File: src/rtl/mbm_pkg.sv
package mbm_pkg;
   typedef enum logic [2:0] {
      ST_IDLE = 3'd0,
      ST_ADDR = 3'd1,
      ST_DATA = 3'd2,
      ST_CAPT = 3'd3,
      ST_HOLD = 3'd4
   } mbm_phase_e;
endpackage

File: src/rtl/mbm_wait_ctr.sv
module mbm_wait_ctr #(
   parameter int WAIT_W = 6
) (
   input  logic              clk,
   input  logic              rst_n,
   input  logic              clr,
   input  logic              step,
   input  logic [WAIT_W-1:0] limit,
   output logic              hit
);
   logic [WAIT_W-1:0] cnt_q;

   always_ff @(posedge clk or negedge rst_n) begin
      if (!rst_n)
         cnt_q <= '0;
      else if (clr)
         cnt_q <= '0;
      else if (step && !hit)
         cnt_q <= cnt_q + 1'b1;
   end

   assign hit = (cnt_q == limit);


   cnt_limit_chk: assert property (@(posedge clk) disable iff (!rst_n)
      (clr || step) |=> (cnt_q <= limit));
endmodule

File: src/rtl/mbm_fsm.sv
module mbm_fsm
   import mbm_pkg::*;
#(
   parameter int WAIT_W = 6
) (
   input  logic              clk,
   input  logic              rst_n,
   input  logic              req_fire,
   input  logic              auto_in,
   input  logic [WAIT_W-1:0] wait_in,
   input  logic              ack_n,
   output mbm_phase_e        phase,
   output logic              ext_term,
   output logic              cap_en,
   output logic              done,
   output logic              ready
);
   mbm_phase_e        phase_q, phase_d;
   logic              auto_q;
   logic [WAIT_W-1:0] wait_q;
   logic              cnt_hit, ack_int, data_ack;

   mbm_wait_ctr #(.WAIT_W(WAIT_W)) ctr_i (
      .clk   (clk),
      .rst_n (rst_n),
      .clr   (phase_q == ST_ADDR),
      .step  (phase_q == ST_DATA),
      .limit (wait_q),
      .hit   (cnt_hit)
   );

   assign ack_int  = auto_q && cnt_hit;
   assign data_ack = (phase_q == ST_DATA) && (ack_int || !ack_n);

   always_comb begin
      phase_d = phase_q;
      unique case (phase_q)
         ST_IDLE: if (req_fire) phase_d = ST_ADDR;
         ST_ADDR: phase_d = ST_DATA;
         ST_DATA: if (data_ack) phase_d = ST_CAPT;
         ST_CAPT: phase_d = ST_HOLD;
         ST_HOLD: phase_d = ST_IDLE;
         default: phase_d = ST_IDLE;
      endcase
   end

   always_ff @(posedge clk or negedge rst_n) begin
      if (!rst_n) begin
         phase_q  <= ST_IDLE;
         auto_q   <= 1'b0;
         wait_q   <= '0;
         ext_term <= 1'b0;
         done     <= 1'b0;
      end else begin
         phase_q <= phase_d;
         done    <= (phase_q == ST_HOLD);
         if (req_fire) begin
            auto_q <= auto_in;
            wait_q <= wait_in;
         end
         if (data_ack)
            ext_term <= !ack_int;
      end
   end

   assign phase  = phase_q;
   assign cap_en = data_ack;
   assign ready  = (phase_q == ST_IDLE);


   ext_wait_chk: assert property (@(posedge clk) disable iff (!rst_n)
      (phase_q == ST_DATA && !auto_q && ack_n) |=> (phase_q == ST_DATA));

   auto_end_chk: assert property (@(posedge clk) disable iff (!rst_n)
      (phase_q == ST_DATA && auto_q && cnt_hit) |=> (phase_q == ST_CAPT));

   done_pulse_chk: assert property (@(posedge clk) disable iff (!rst_n)
      done |=> !done);
endmodule

File: src/rtl/mbm_ad_path.sv
module mbm_ad_path
   import mbm_pkg::*;
#(
   parameter int BUS_W  = 32,
   parameter int DATA_W = 16
) (
   input  logic              clk,
   input  logic              rst_n,
   input  logic              req_fire,
   input  logic [BUS_W-1:0]  req_addr,
   input  logic [DATA_W-1:0] req_wdata,
   input  logic              req_rnw,
   input  mbm_phase_e        phase,
   input  logic              ext_term,
   input  logic              cap_en,
   input  logic [BUS_W-1:0]  bus_ad_i,
   output logic [BUS_W-1:0]  bus_ad_o,
   output logic [BUS_W-1:0]  bus_ad_oe,
   output logic              bus_start,
   output logic              bus_cs_n,
   output logic              bus_rnw,
   output logic [DATA_W-1:0] rsp_rdata
);
   localparam int LO_W = BUS_W - DATA_W;

   logic [BUS_W-1:0]  addr_q;
   logic [DATA_W-1:0] wdata_q;
   logic              rnw_q;
   logic [BUS_W-1:0]  dat_word, dat_oe;
   logic              in_data;

   always_ff @(posedge clk or negedge rst_n) begin
      if (!rst_n) begin
         addr_q    <= '0;
         wdata_q   <= '0;
         rnw_q     <= 1'b1;
         rsp_rdata <= '0;
      end else begin
         if (req_fire) begin
            addr_q  <= req_addr;
            wdata_q <= req_wdata;
            rnw_q   <= req_rnw;
         end
         if (cap_en && rnw_q)
            rsp_rdata <= bus_ad_i[BUS_W-1 -: DATA_W];
      end
   end

   generate
      if (LO_W > 0) begin : g_split
         assign dat_word = {(rnw_q ? {DATA_W{1'b0}} : wdata_q), addr_q[LO_W-1:0]};
         assign dat_oe   = {{DATA_W{!rnw_q}}, {LO_W{1'b1}}};
         logic unused_lo;
         assign unused_lo = &{1'b0, bus_ad_i[LO_W-1:0]};
      end else begin : g_full
         assign dat_word = rnw_q ? {BUS_W{1'b0}} : wdata_q;
         assign dat_oe   = {BUS_W{!rnw_q}};
      end
   endgenerate

   assign in_data = (phase == ST_DATA) || (phase == ST_CAPT) || (phase == ST_HOLD);

   always_comb begin
      bus_ad_o  = '0;
      bus_ad_oe = '0;
      if (phase == ST_ADDR) begin
         bus_ad_o  = addr_q;
         bus_ad_oe = '1;
      end else if (in_data) begin
         bus_ad_o  = dat_word;
         bus_ad_oe = dat_oe;
      end
   end

   assign bus_start = (phase == ST_ADDR);
   assign bus_cs_n  = !((phase == ST_DATA) || (phase == ST_CAPT && ext_term));
   assign bus_rnw   = (phase == ST_IDLE) ? 1'b1 : rnw_q;


   rdata_hold_chk: assert property (@(posedge clk) disable iff (!rst_n)
      !cap_en |=> $stable(rsp_rdata));

   hold_pins_chk: assert property (@(posedge clk) disable iff (!rst_n)
      (phase == ST_CAPT) |=> ($stable(bus_ad_o) && $stable(bus_ad_oe) && $stable(bus_rnw)));
endmodule

File: src/rtl/mux_bus_master.sv
module mux_bus_master
   import mbm_pkg::*;
#(
   parameter int BUS_W  = 32,
   parameter int DATA_W = 16,
   parameter int WAIT_W = 6
) (
   input  logic              clk,
   input  logic              rst_n,
   input  logic              req_valid,
   output logic              req_ready,
   input  logic [BUS_W-1:0]  req_addr,
   input  logic [DATA_W-1:0] req_wdata,
   input  logic              req_rnw,
   input  logic              cfg_auto_ack,
   input  logic [WAIT_W-1:0] cfg_wait,
   output logic [DATA_W-1:0] rsp_rdata,
   output logic              rsp_done,
   output logic [BUS_W-1:0]  bus_ad_o,
   output logic [BUS_W-1:0]  bus_ad_oe,
   input  logic [BUS_W-1:0]  bus_ad_i,
   output logic              bus_start,
   output logic              bus_cs_n,
   output logic              bus_rnw,
   input  logic              bus_ack_n
);
   generate
      if (DATA_W < 1 || DATA_W > BUS_W) begin : g_bad_data_w
         $error("mux_bus_master: DATA_W must lie in 1..BUS_W");
      end
      if (WAIT_W < 1 || WAIT_W > 16) begin : g_bad_wait_w
         $error("mux_bus_master: WAIT_W must lie in 1..16");
      end
   endgenerate

   mbm_phase_e phase;
   logic       ext_term, cap_en, req_fire;

   assign req_fire = req_valid && req_ready;

   mbm_fsm #(.WAIT_W(WAIT_W)) fsm_i (
      .clk      (clk),
      .rst_n    (rst_n),
      .req_fire (req_fire),
      .auto_in  (cfg_auto_ack),
      .wait_in  (cfg_wait),
      .ack_n    (bus_ack_n),
      .phase    (phase),
      .ext_term (ext_term),
      .cap_en   (cap_en),
      .done     (rsp_done),
      .ready    (req_ready)
   );

   mbm_ad_path #(.BUS_W(BUS_W), .DATA_W(DATA_W)) path_i (
      .clk       (clk),
      .rst_n     (rst_n),
      .req_fire  (req_fire),
      .req_addr  (req_addr),
      .req_wdata (req_wdata),
      .req_rnw   (req_rnw),
      .phase     (phase),
      .ext_term  (ext_term),
      .cap_en    (cap_en),
      .bus_ad_i  (bus_ad_i),
      .bus_ad_o  (bus_ad_o),
      .bus_ad_oe (bus_ad_oe),
      .bus_start (bus_start),
      .bus_cs_n  (bus_cs_n),
      .bus_rnw   (bus_rnw),
      .rsp_rdata (rsp_rdata)
   );


   take_start_chk: assert property (@(posedge clk) disable iff (!rst_n)
      req_fire |=> (bus_start && bus_cs_n));

   strobe_cs_chk: assert property (@(posedge clk) disable iff (!rst_n)
      bus_start |=> (!bus_start && !bus_cs_n));

   hold_cs_chk: assert property (@(posedge clk) disable iff (!rst_n)
      (phase == ST_HOLD) |-> bus_cs_n);
endmodule

File: config.mk
export PLATFORM = sky130hd
export DESIGN_NAME = mux_bus_master
export DESIGN_NICKNAME = d
export VERILOG_FILES = /design/src/rtl/mbm_pkg.sv /design/src/rtl/mbm_wait_ctr.sv /design/src/rtl/mbm_fsm.sv /design/src/rtl/mbm_ad_path.sv /design/src/rtl/mux_bus_master.sv
export SDC_FILE = /design/constraint.sdc
export NUM_CORES = 1
export LEC_CHECK = 0
export BUFFER_PORTS_ARGS = -buffer_cell sky130_fd_sc_hd__buf_2
export CAP_MARGIN = 10
export CORE_UTILIZATION = 48
export DETAILED_ROUTE_END_ITERATION = 10
export GPL_ROUTABILITY_DRIVEN = 0
export PLACE_DENSITY = 0.78
export SETUP_SLACK_MARGIN = 0.2
export SYNTH_ARGS = -nofsm -noshare
export SYNTH_HDL_FRONTEND = slang
export SYNTH_SLANG_ARGS = --single-unit
File: constraint.sdc
create_clock -name clk -period 2.7 [get_ports clk]
set_clock_uncertainty 0.15 [all_clocks]
set_input_delay 0.135 -clock clk [delete_from_list [all_inputs] [get_ports clk]]
set_output_delay 0.135 -clock clk [all_outputs]
set_load 0.05 [all_outputs]
==> results.toml, run 1 <==
[synth]
synth_nets = 422
ys_warn_count = 0
synthFlopType = "dfrtp_1"
async_flop_share = 1.00
synth_cell_types = 41
synth_area_per_cell_um2 = 12.3
ys_ff_latch = 83
syn-cell-area_um2 = 4050
ys_seq_area_frac = 0.513
synth_edf_count = 0
synthCells = 329

[floorplan]
start_util = 0.496
design.die.area_um2 = 8810
num_rows = 33
die_y_um = 93.9
fp.dieW_um = 93.9
num_io_pins = 177
core_um2 = 8180

[sta]
fin_setup_tns_ns = 0
hold_viol_final = 0
slew_violations = 0
fin_crit_sh = 0.891
rsz0062_at_grt = "false"
period_needed_ns = 2.41
relSlewSlack = 0.655
worstMarginPinSlew_ns = 0.517
setup_violations = 0
fmax_mhz = 416

[route]
antenna_left = 0
routed_wl_um = 9760
firstDrtPassIters = 4
viasPerCell = 4.89
drc_errors = 0
drt_iter0_markers = 83
vias = 3183
post_drt_wl_per_cell_um = 15.0

[worst_setup_path]
rr_worst_depth = 6
arrival_ns = 2.12
critPathMaxFanout = 18
r2r-start = "fsm_i.phase[2]"
critPathLaunch = "fsm_i.phase[1]"
critPathLaunchType = "flop"
r2r_slack_ns = 0.54
crit_type = "flop to primary output"
endpoint_kind = "primary output"
crit_path_end = "bus_ad_o[21]"
cp.required_ns = 2.41
r2r_end = "path_i.rsp_rdata[15]"

[place]
io_buffers = 160
dp.cells = 555
dp_hpwl_um = 5830

[final_layout]
layoutNonFillerInstCount = 651
final_layout_size_suffix_gt1_frac = 0.527
area_delta_synth_final_pct = 42.8
final_common_cell = "buf_2"
mostFrequentLayoutCells = "buf_2, dfrtp_1, dlygate4sd3_1"
n_antenna_cell = 0
nets = 634

[grt]
grt_antenna_before_repair = 0
grt_pass1_vias = 3165
grt_pass1_wl_um = 14800
gr-total-overflow = 0
grt_max_degree = 42
grt_use_total = 0.222

[clock_network]
cts_buffers = 9
clock_latency_ns = 0.35
clk_path_buf_depth = 2
path_clk_slew_ns = 0.10
cts_sinks = 83
cts_root_buf = "clkbuf_8"
tritoncts = "yes"
h-tree-depth = 3

[status]
status = "completed"

[min_path]
hp-class = "primary input to async pin"

[run]
drv_cap = 0
==> cells in the mapped netlist, types with 2 or more instances <==
cell type	count	area share
o21ai_0	6	0.0074
and4_2	2	0.0049
or2b_1	2	0.0037
nand2b_1	2	0.0031
mux2i_1	6	0.015
buf_2	4	0.0049
buf_6	5	0.014
xnor2_1	7	0.015
dfrtp_1	82	0.51
inv_1	2	0.0019
buf_4	32	0.059
mux2_2	62	0.17
clkbuf_1	5	0.0046
a21oi_1	16	0.020
mux2_4	10	0.037
nor2_1	6	0.0056
nor3_1	3	0.0037
and2_1	17	0.026
nand2_1	38	0.035
==> per-stage QoR <==
step                hold slack [ns]  area (um^2)  utilization  setup WS [ns]
CTS                           0.147         5750        0.704          0.165
finish                        0.138         5780        0.708          0.294
floorplan                    -0.311         4090            -         0.0121
global placement            0.00307         4750        0.581          0.163
detailed placement          0.00159         4750        0.581          0.108
global route                  0.187         5780        0.708          0.196
==> worst min path at each step <==
stage	endpoint	slack, ns	cells past startpoint	start
6_report	path_i.rsp_rdata[13]	0.14	2	rst_n
5_1_grt	path_i.rsp_rdata[13]	0.19	2	rst_n
4_1_cts	path_i.rsp_rdata[13]	0.15	2	rst_n
3_5_place_dp	path_i.rsp_rdata[13]	0.002	1	rst_n
3_3_place_gp	path_i.rsp_rdata[1]	0.003	1	rst_n
2_1_floorplan	fsm_i.auto_q	-0.31	0	rst_n
==> critical path: stages (launching register included) <==
cell	delay (ns)
dfrtp_1	0.39
buf_4	0.18
or3b_1	0.46
inv_6	0.18
nand2_1	0.09
a21oi_1	0.20
clkbuf_4	0.28
==> timing repair <==
action,CTS,global route
endpoints found under the hold margin,112,0
setup buffers,3,3
endpoints found under the setup margin,38,32
resized for setup,1,6
gates cloned,0,0
pin swaps,2,0
hold buffers,74,0
==> cell families (layout without fill, tap and decap cells) <==
group                    Yosys count  count (layout)  share of synthesized area
flip-flops                        83              83                      0.513
AND/OR/NAND/NOR                   82              82                      0.111
XOR/XNOR                           7               7                     0.0151
AO/OA/AOI/OAI                     28              28                     0.0426
multiplexers                      78              78                      0.224
adder cells (fa/ha/maj)            1               1                    0.00309
buffers and inverters             50             267                     0.0905
==> area by class of cell <==
class                   count  area, um^2
well taps                 105         131
clock buffers              11         151
multi-input cells         196        1660
inverters                   3        16.3
repair buffers            248        1680
clock inverters             5        67.6
fillers                   568        2390
flip-flops and latches     83        2080
==> layer usage <==
metal | global-route usage | vias up | part of all wire
li1 | - | 1513 | -
met1 | 0.252 | 1523 | 0.40
met2 | 0.395 | 123 | 0.52
met3 | 0.0494 | 24 | 0.054
met4 | 0.0987 | 0 | 0.023
met5 | 0 | - | 0
==> registers in the layout, indices dropped and copies added (netlist names) <==
signal and flops:
fsm_i.ctr_i.cnt_q 6, fsm_i.done 1, path_i.addr_q 32, fsm_i.wait_q 6, path_i.rnw_q 1, fsm_i.phase 3
path_i.wdata_q 16, path_i.rsp_rdata 16, fsm_i.ext_term 1, fsm_i.auto_q 1
Power of run 1 is left out: the tool's default activity adds up to more than one toggle a clock period on the data nets, which glitch-free logic cannot reach.
==> inputs of run 2 (changes only) <==
--- a/config.mk
+++ b/config.mk
@@ -7,10 +7,11 @@
 export LEC_CHECK = 0
 export BUFFER_PORTS_ARGS = -buffer_cell sky130_fd_sc_hd__buf_2
 export CAP_MARGIN = 10
-export CORE_UTILIZATION = 48
+export CORE_UTILIZATION = 49
+export CTS_BUF_LIST = sky130_fd_sc_hd__clkbuf_4
 export DETAILED_ROUTE_END_ITERATION = 10
 export GPL_ROUTABILITY_DRIVEN = 0
-export PLACE_DENSITY = 0.78
+export PLACE_DENSITY = 0.79
 export SETUP_SLACK_MARGIN = 0.2
 export SYNTH_ARGS = -nofsm -noshare
 export SYNTH_HDL_FRONTEND = slang
==> results.toml, run 2 (synthesis gave the netlist of run 1 again) <==
[status]
status = "completed"

[floorplan]
num_rows = 32
fp.dieW_um = 92.9
core_um2 = 7850
start_util = 0.516
die_y_um = 92.9
num_io_pins = 177
design.die.area_um2 = 8640

[final_layout]
final_layout_size_suffix_gt1_frac = 0.533
final_common_cell = "buf_2"
area_delta_synth_final_pct = 41.1
n_antenna_cell = 0
seqCellArea_um2 = 2080
mostFrequentLayoutCells = "buf_2, dfrtp_1, dlygate4sd3_1"
nFillCells = 583
layoutNonFillerInstCount = 648
multi_input_area_um2 = 1670
nets = 634
regMostFlops = "path_i.addr_q"
reg.largest.list = "path_i.addr_q (32), path_i.rsp_rdata (16), path_i.wdata_q (16)"
largest_reg_flops = 32

[sta]
fin_setup_tns_ns = 0
period_needed_ns = 2.41
fin_crit_sh = 0.893
whs_ns = 0.152
rsz0062_at_grt = "false"
relSlewSlack = 0.301
worstMarginPinSlew_ns = 1.05
fmax_mhz = 415
slew_violations = 0
hold_viol_final = 0
setup_violations = 0

[clock_network]
cts_root_buf = "clkbuf_4"
h-tree-depth = 3
path_clk_slew_ns = 0.13
clock_latency_ns = 0.42
clk_path_buf_depth = 2
tritoncts = "yes"
cts_sinks = 83
cts_buffers = 9

[route]
post_drt_wl_per_cell_um = 15.7
drt_iter0_markers = 94
routed_wl_um = 10200
firstDrtPassIters = 4
antenna_left = 0
viasPerCell = 4.99
drc_errors = 0
vias = 3231

[place]
dp_hpwl_um = 5940
io_buffers = 160
dp.cells = 553

[worst_setup_path]
critPathLaunchType = "flop"
crit_chain = "buf_4 -> or3b_4 -> clkinv_2 -> nand2_1 -> a21oi_1 -> buf_4"
arrival_ns = 2.13
r2r_end = "path_i.rsp_rdata[1]"
crit_type = "flop to primary output"
crit_cells = 6
cp_top_family = "buffers and inverters"
slowest_stage = "or3b_4"
r2r_slack_ns = 0.52
critPathLaunch = "fsm_i.phase[1]"
crit_top_cell = "buf_4"
rr_worst_depth = 6
crit_buf_inv = 3
cp.required_ns = 2.41
r2r-start = "fsm_i.phase[2]"
endpoint_kind = "primary output"
slowest_delay_ns = 0.46
critPathMaxFanout = 10
crit_path_end = "bus_ad_o[18]"

[grt]
grt_pass1_vias = 3387
gr-total-overflow = 0
grt_max_degree = 84
grt_antenna_before_repair = 0
grt_use_total = 0.246
grt_pass1_wl_um = 16200

[run]
drv_cap = 0

[min_path]
hp-class = "primary input to flop"
[run 2: cell types whose count changed in the layout (fill, tap and decap cells not counted), sizes merged]
| cell | change |
|---|---|
| inv | -3 |
| buf | -4 |
| clkinv | +4 |
| clkbuf | +1 |
| bufinv | -1 |
| clkinvlp | +3 |
[run 2: area by class of cell]
class | count | area share
repair inverters | 1 | 0.000876
clock inverters | 7 | 0.00941
flip-flops and latches | 83 | 0.364
multi-input cells | 196 | 0.292
clock buffers | 9 | 0.0118
repair buffers | 247 | 0.297
well taps | 102 | 0.0223
inverters | 3 | 0.00285
[run 2: how the worst min path moves through the flow]
stage,slack [ns],cells past startpoint,startpoint,end
floorplan,-0.31,0,rst_n,fsm_i.auto_q
global placement,0.22,1,rst_n,path_i.addr_q[26]
detailed placement,0.22,2,bus_ad_i[24],path_i.rsp_rdata[8]
CTS,0.13,4,req_valid,fsm_i.phase[0]
global route,0.14,4,req_valid,fsm_i.phase[0]
finish,0.15,4,req_valid,fsm_i.phase[0]
[run 2: per-stage QoR]
stage	utilization	setup slack, ns	instance area (um^2)
6_report	0.728	0.289	5720
5_1_grt	0.728	0.196	5720
4_1_cts	0.719	0.203	5640
3_5_place_dp	0.606	0.225	4750
3_3_place_gp	0.606	0.296	4750
2_1_floorplan	-	0.0121	4090
[run 2: routing by layer]
layer  global-route usage  vias up  wire [um]
met4                0.105        0        157
met3               0.0493       14        482
met5                    0        -          0
met2                0.439      113       5450
li1                     -     1519          -
met1                0.286     1585       4080
[run 2: what timing repair did]
action,CTS,global route
hold buffers,74,0
pin swaps,1,1
endpoints found under the setup margin,32,61
hold endpoints to repair,155,0
gates resized for setup,6,14
setup buffers,2,2
gates cloned,0,1
[run 2: worst min-delay path, stage by stage]
cell and delay [ns]:
buf_2 0.07, and2_2 0.16, buf_4 0.20, a311o_2 0.13
Power of run 2 is left out for the same reason.
==> inputs of run 3 (changes only) <==
--- a/config.mk
+++ b/config.mk
@@ -5,6 +5,7 @@
 export SDC_FILE = /design/constraint.sdc
 export NUM_CORES = 1
 export LEC_CHECK = 0
+export ABC_CLOCK_PERIOD_IN_PS = 2350
 export BUFFER_PORTS_ARGS = -buffer_cell sky130_fd_sc_hd__buf_2
 export CAP_MARGIN = 10
 export CORE_UTILIZATION = 49
==> constraint.sdc (replaced) <==
create_clock -name clk -period 2.35 [get_ports clk]
set_clock_uncertainty 0.15 [all_clocks]
set_input_delay 0.1175 -clock clk [delete_from_list [all_inputs] [get_ports clk]]
set_output_delay 0.1175 -clock clk [all_outputs]
set_load 0.05 [all_outputs]
==> results.toml, run 3 (synthesis gave the netlist of run 1 again) <==
[status]
status = "finished with violations"
violations = "negative setup slack"

[grt]
grt_antenna_before_repair = 1
gr-usage-met3 = 0.0419
gr-total-overflow = 0
grt_pass1_vias = 3619
grt_pass1_wl_um = 18100
grt_use_met1 = 0.289
grt_busiest_layer = "met2"
grtUsageMet2 = 0.534
grt_use_total = 0.278
grt_max_degree = 44

[place]
dp_hpwl_um = 6130
io_buffers = 160
dpl_cell_area_um2 = 4900

[worst_setup_path]
cp.required_ns = 2.08
crit_type = "flop to primary output"
arrival_ns = 2.09
endpoint_kind = "primary output"
critPathLaunchType = "flop"
slowest_delay_ns = 0.42
rr_worst_depth = 6
crit_chain = "or2b_1 -> mux2i_2 -> o21ai_4 -> buf_12 -> buf_16 -> a21oi_4 -> buf_8"
critPathMaxFanout = 6
slowest_stage = "dfrtp_2"

[route]
post_drt_wl_per_cell_um = 19.7
vias = 3496
antenna_left = 0
drc_errors = 0
drt_iter0_markers = 134
viasPerCell = 5.20
firstDrtPassIters = 4
routed_wl_um = 13200

[final_layout]
nets = 658
area_delta_synth_final_pct = 63.3
final_layout_size_suffix_gt1_frac = 0.580
post-route-cell-area_um2 = 6620
largest_reg_flops = 32
nFillCells = 413
seqCellArea_um2 = 2080
regMostFlops = "path_i.addr_q"
final_common_cell = "buf_2"
reg.largest.list = "path_i.addr_q (32), path_i.rsp_rdata (16), path_i.wdata_q (16)"
multi_input_area_um2 = 1830
mostFrequentLayoutCells = "buf_2, dfrtp_1, dlygate4sd3_1"

[min_path]
hp-class = "primary input to async pin"

[sta]
slew_violations = 0
period_needed_ns = 2.35
fin_crit_sh = 1.00
fmax_mhz = 425
relSlewSlack = 0.447
setup_ws_ns = -0.00438
worstMarginPinSlew_ns = 0.827
hold_viol_final = 0
setup_violations = 4
rsz0062_at_grt = "true"

[clock_network]
clock_latency_ns = 0.42
clk_path_buf_depth = 2
tritoncts = "yes"
cts_sinks = 83
h-tree-depth = 3
path_clk_slew_ns = 0.15
cts_root_buf = "clkbuf_4"
cts_buffers = 9

[floorplan]
die_y_um = 92.9
num_rows = 32
design.die.area_um2 = 8640
core_um2 = 7850
start_util = 0.516
num_io_pins = 177
fp.dieW_um = 92.9

[run]
drv_cap = 0
==> run 3: cell types whose count changed in the layout (fill, tap and decap cells not counted), sizes merged <==
cell,change
dlygate4sd3,+1
clkinvlp,-1
clkinv,-1
bufinv,+1
clkbuf,-1
buf,+24
diode,+1
==> run 3: worst paths after layout <==
path                             startpoint                    to  slack, ns
setup / recovery             fsm_i.phase[2]          bus_ad_o[24]     -0.004
hold / removal                        rst_n     path_i.addr_q[17]       0.06
setup reg to reg             fsm_i.phase[2]  path_i.rsp_rdata[15]       0.30
hold reg to reg            path_i.addr_q[2]      path_i.addr_q[2]       0.37
max in group asynchronous             rst_n        fsm_i.phase[1]       0.72
min in group clk                  req_valid        fsm_i.phase[0]       0.06
==> run 3: layout make-up <==
| cell class | instances | area share |
|---|---|---|
| Timing Repair Buffer | 271 | 0.366 |
| Sequential cell | 83 | 0.314 |
| Multi-Input combinational cell | 196 | 0.277 |
| Tap cell | 102 | 0.0193 |
| Clock buffer | 9 | 0.0102 |
| Clock inverter | 6 | 0.00851 |
| Inverter | 3 | 0.00265 |
| Timing Repair inverter | 1 | 0.00113 |
| Antenna cell | 1 | 0.000378 |
==> run 3: layer usage <==
layer / vias up / share of wire
met1: 1727 / 0.35
met4: 0 / 0.055
li1: 1570 / -
met3: 48 / 0.046
met5: - / 0
met2: 151 / 0.55
==> run 3: worst max-delay path, delay by kind of cell (launching register included) <==
family / cells / cell delay [ns]
AOI/OAI and AO/OA: 2 / 0.28
buffers and inverters: 3 / 0.47
DFF: 1 / 0.42
muxes: 1 / 0.23
and+or+nand+nor: 1 / 0.26
==> run 3: through the flow <==
stage	TNS (ns)	hold slack (ns)	setup WS, ns	cells	utilization
global placement	0	-0.129	0.299	557	0.625
detailed placement	0	-0.126	0.226	557	0.625
global route	-1.79	0.0463	-0.0916	672	0.843
CTS	0	0.0309	0.00877	666	0.804
finish	-0.0102	0.0559	-0.00438	672	0.843
floorplan	0	-0.328	0.0332	329	-
==> run 3: what timing repair did <==
| action | in CTS | in global routing |
|---|---|---|
| pin swaps | 2 | 2 |
| buffers inserted | 17 | 4 |
| hold endpoints to repair | 155 | 0 |
| hold buffers | 75 | 0 |
| gates resized for setup | 116 | 65 |
| endpoints found under the setup margin | 66 | 55 |
| gates cloned | 2 | 1 |
Power of run 3 is left out for the same reason.
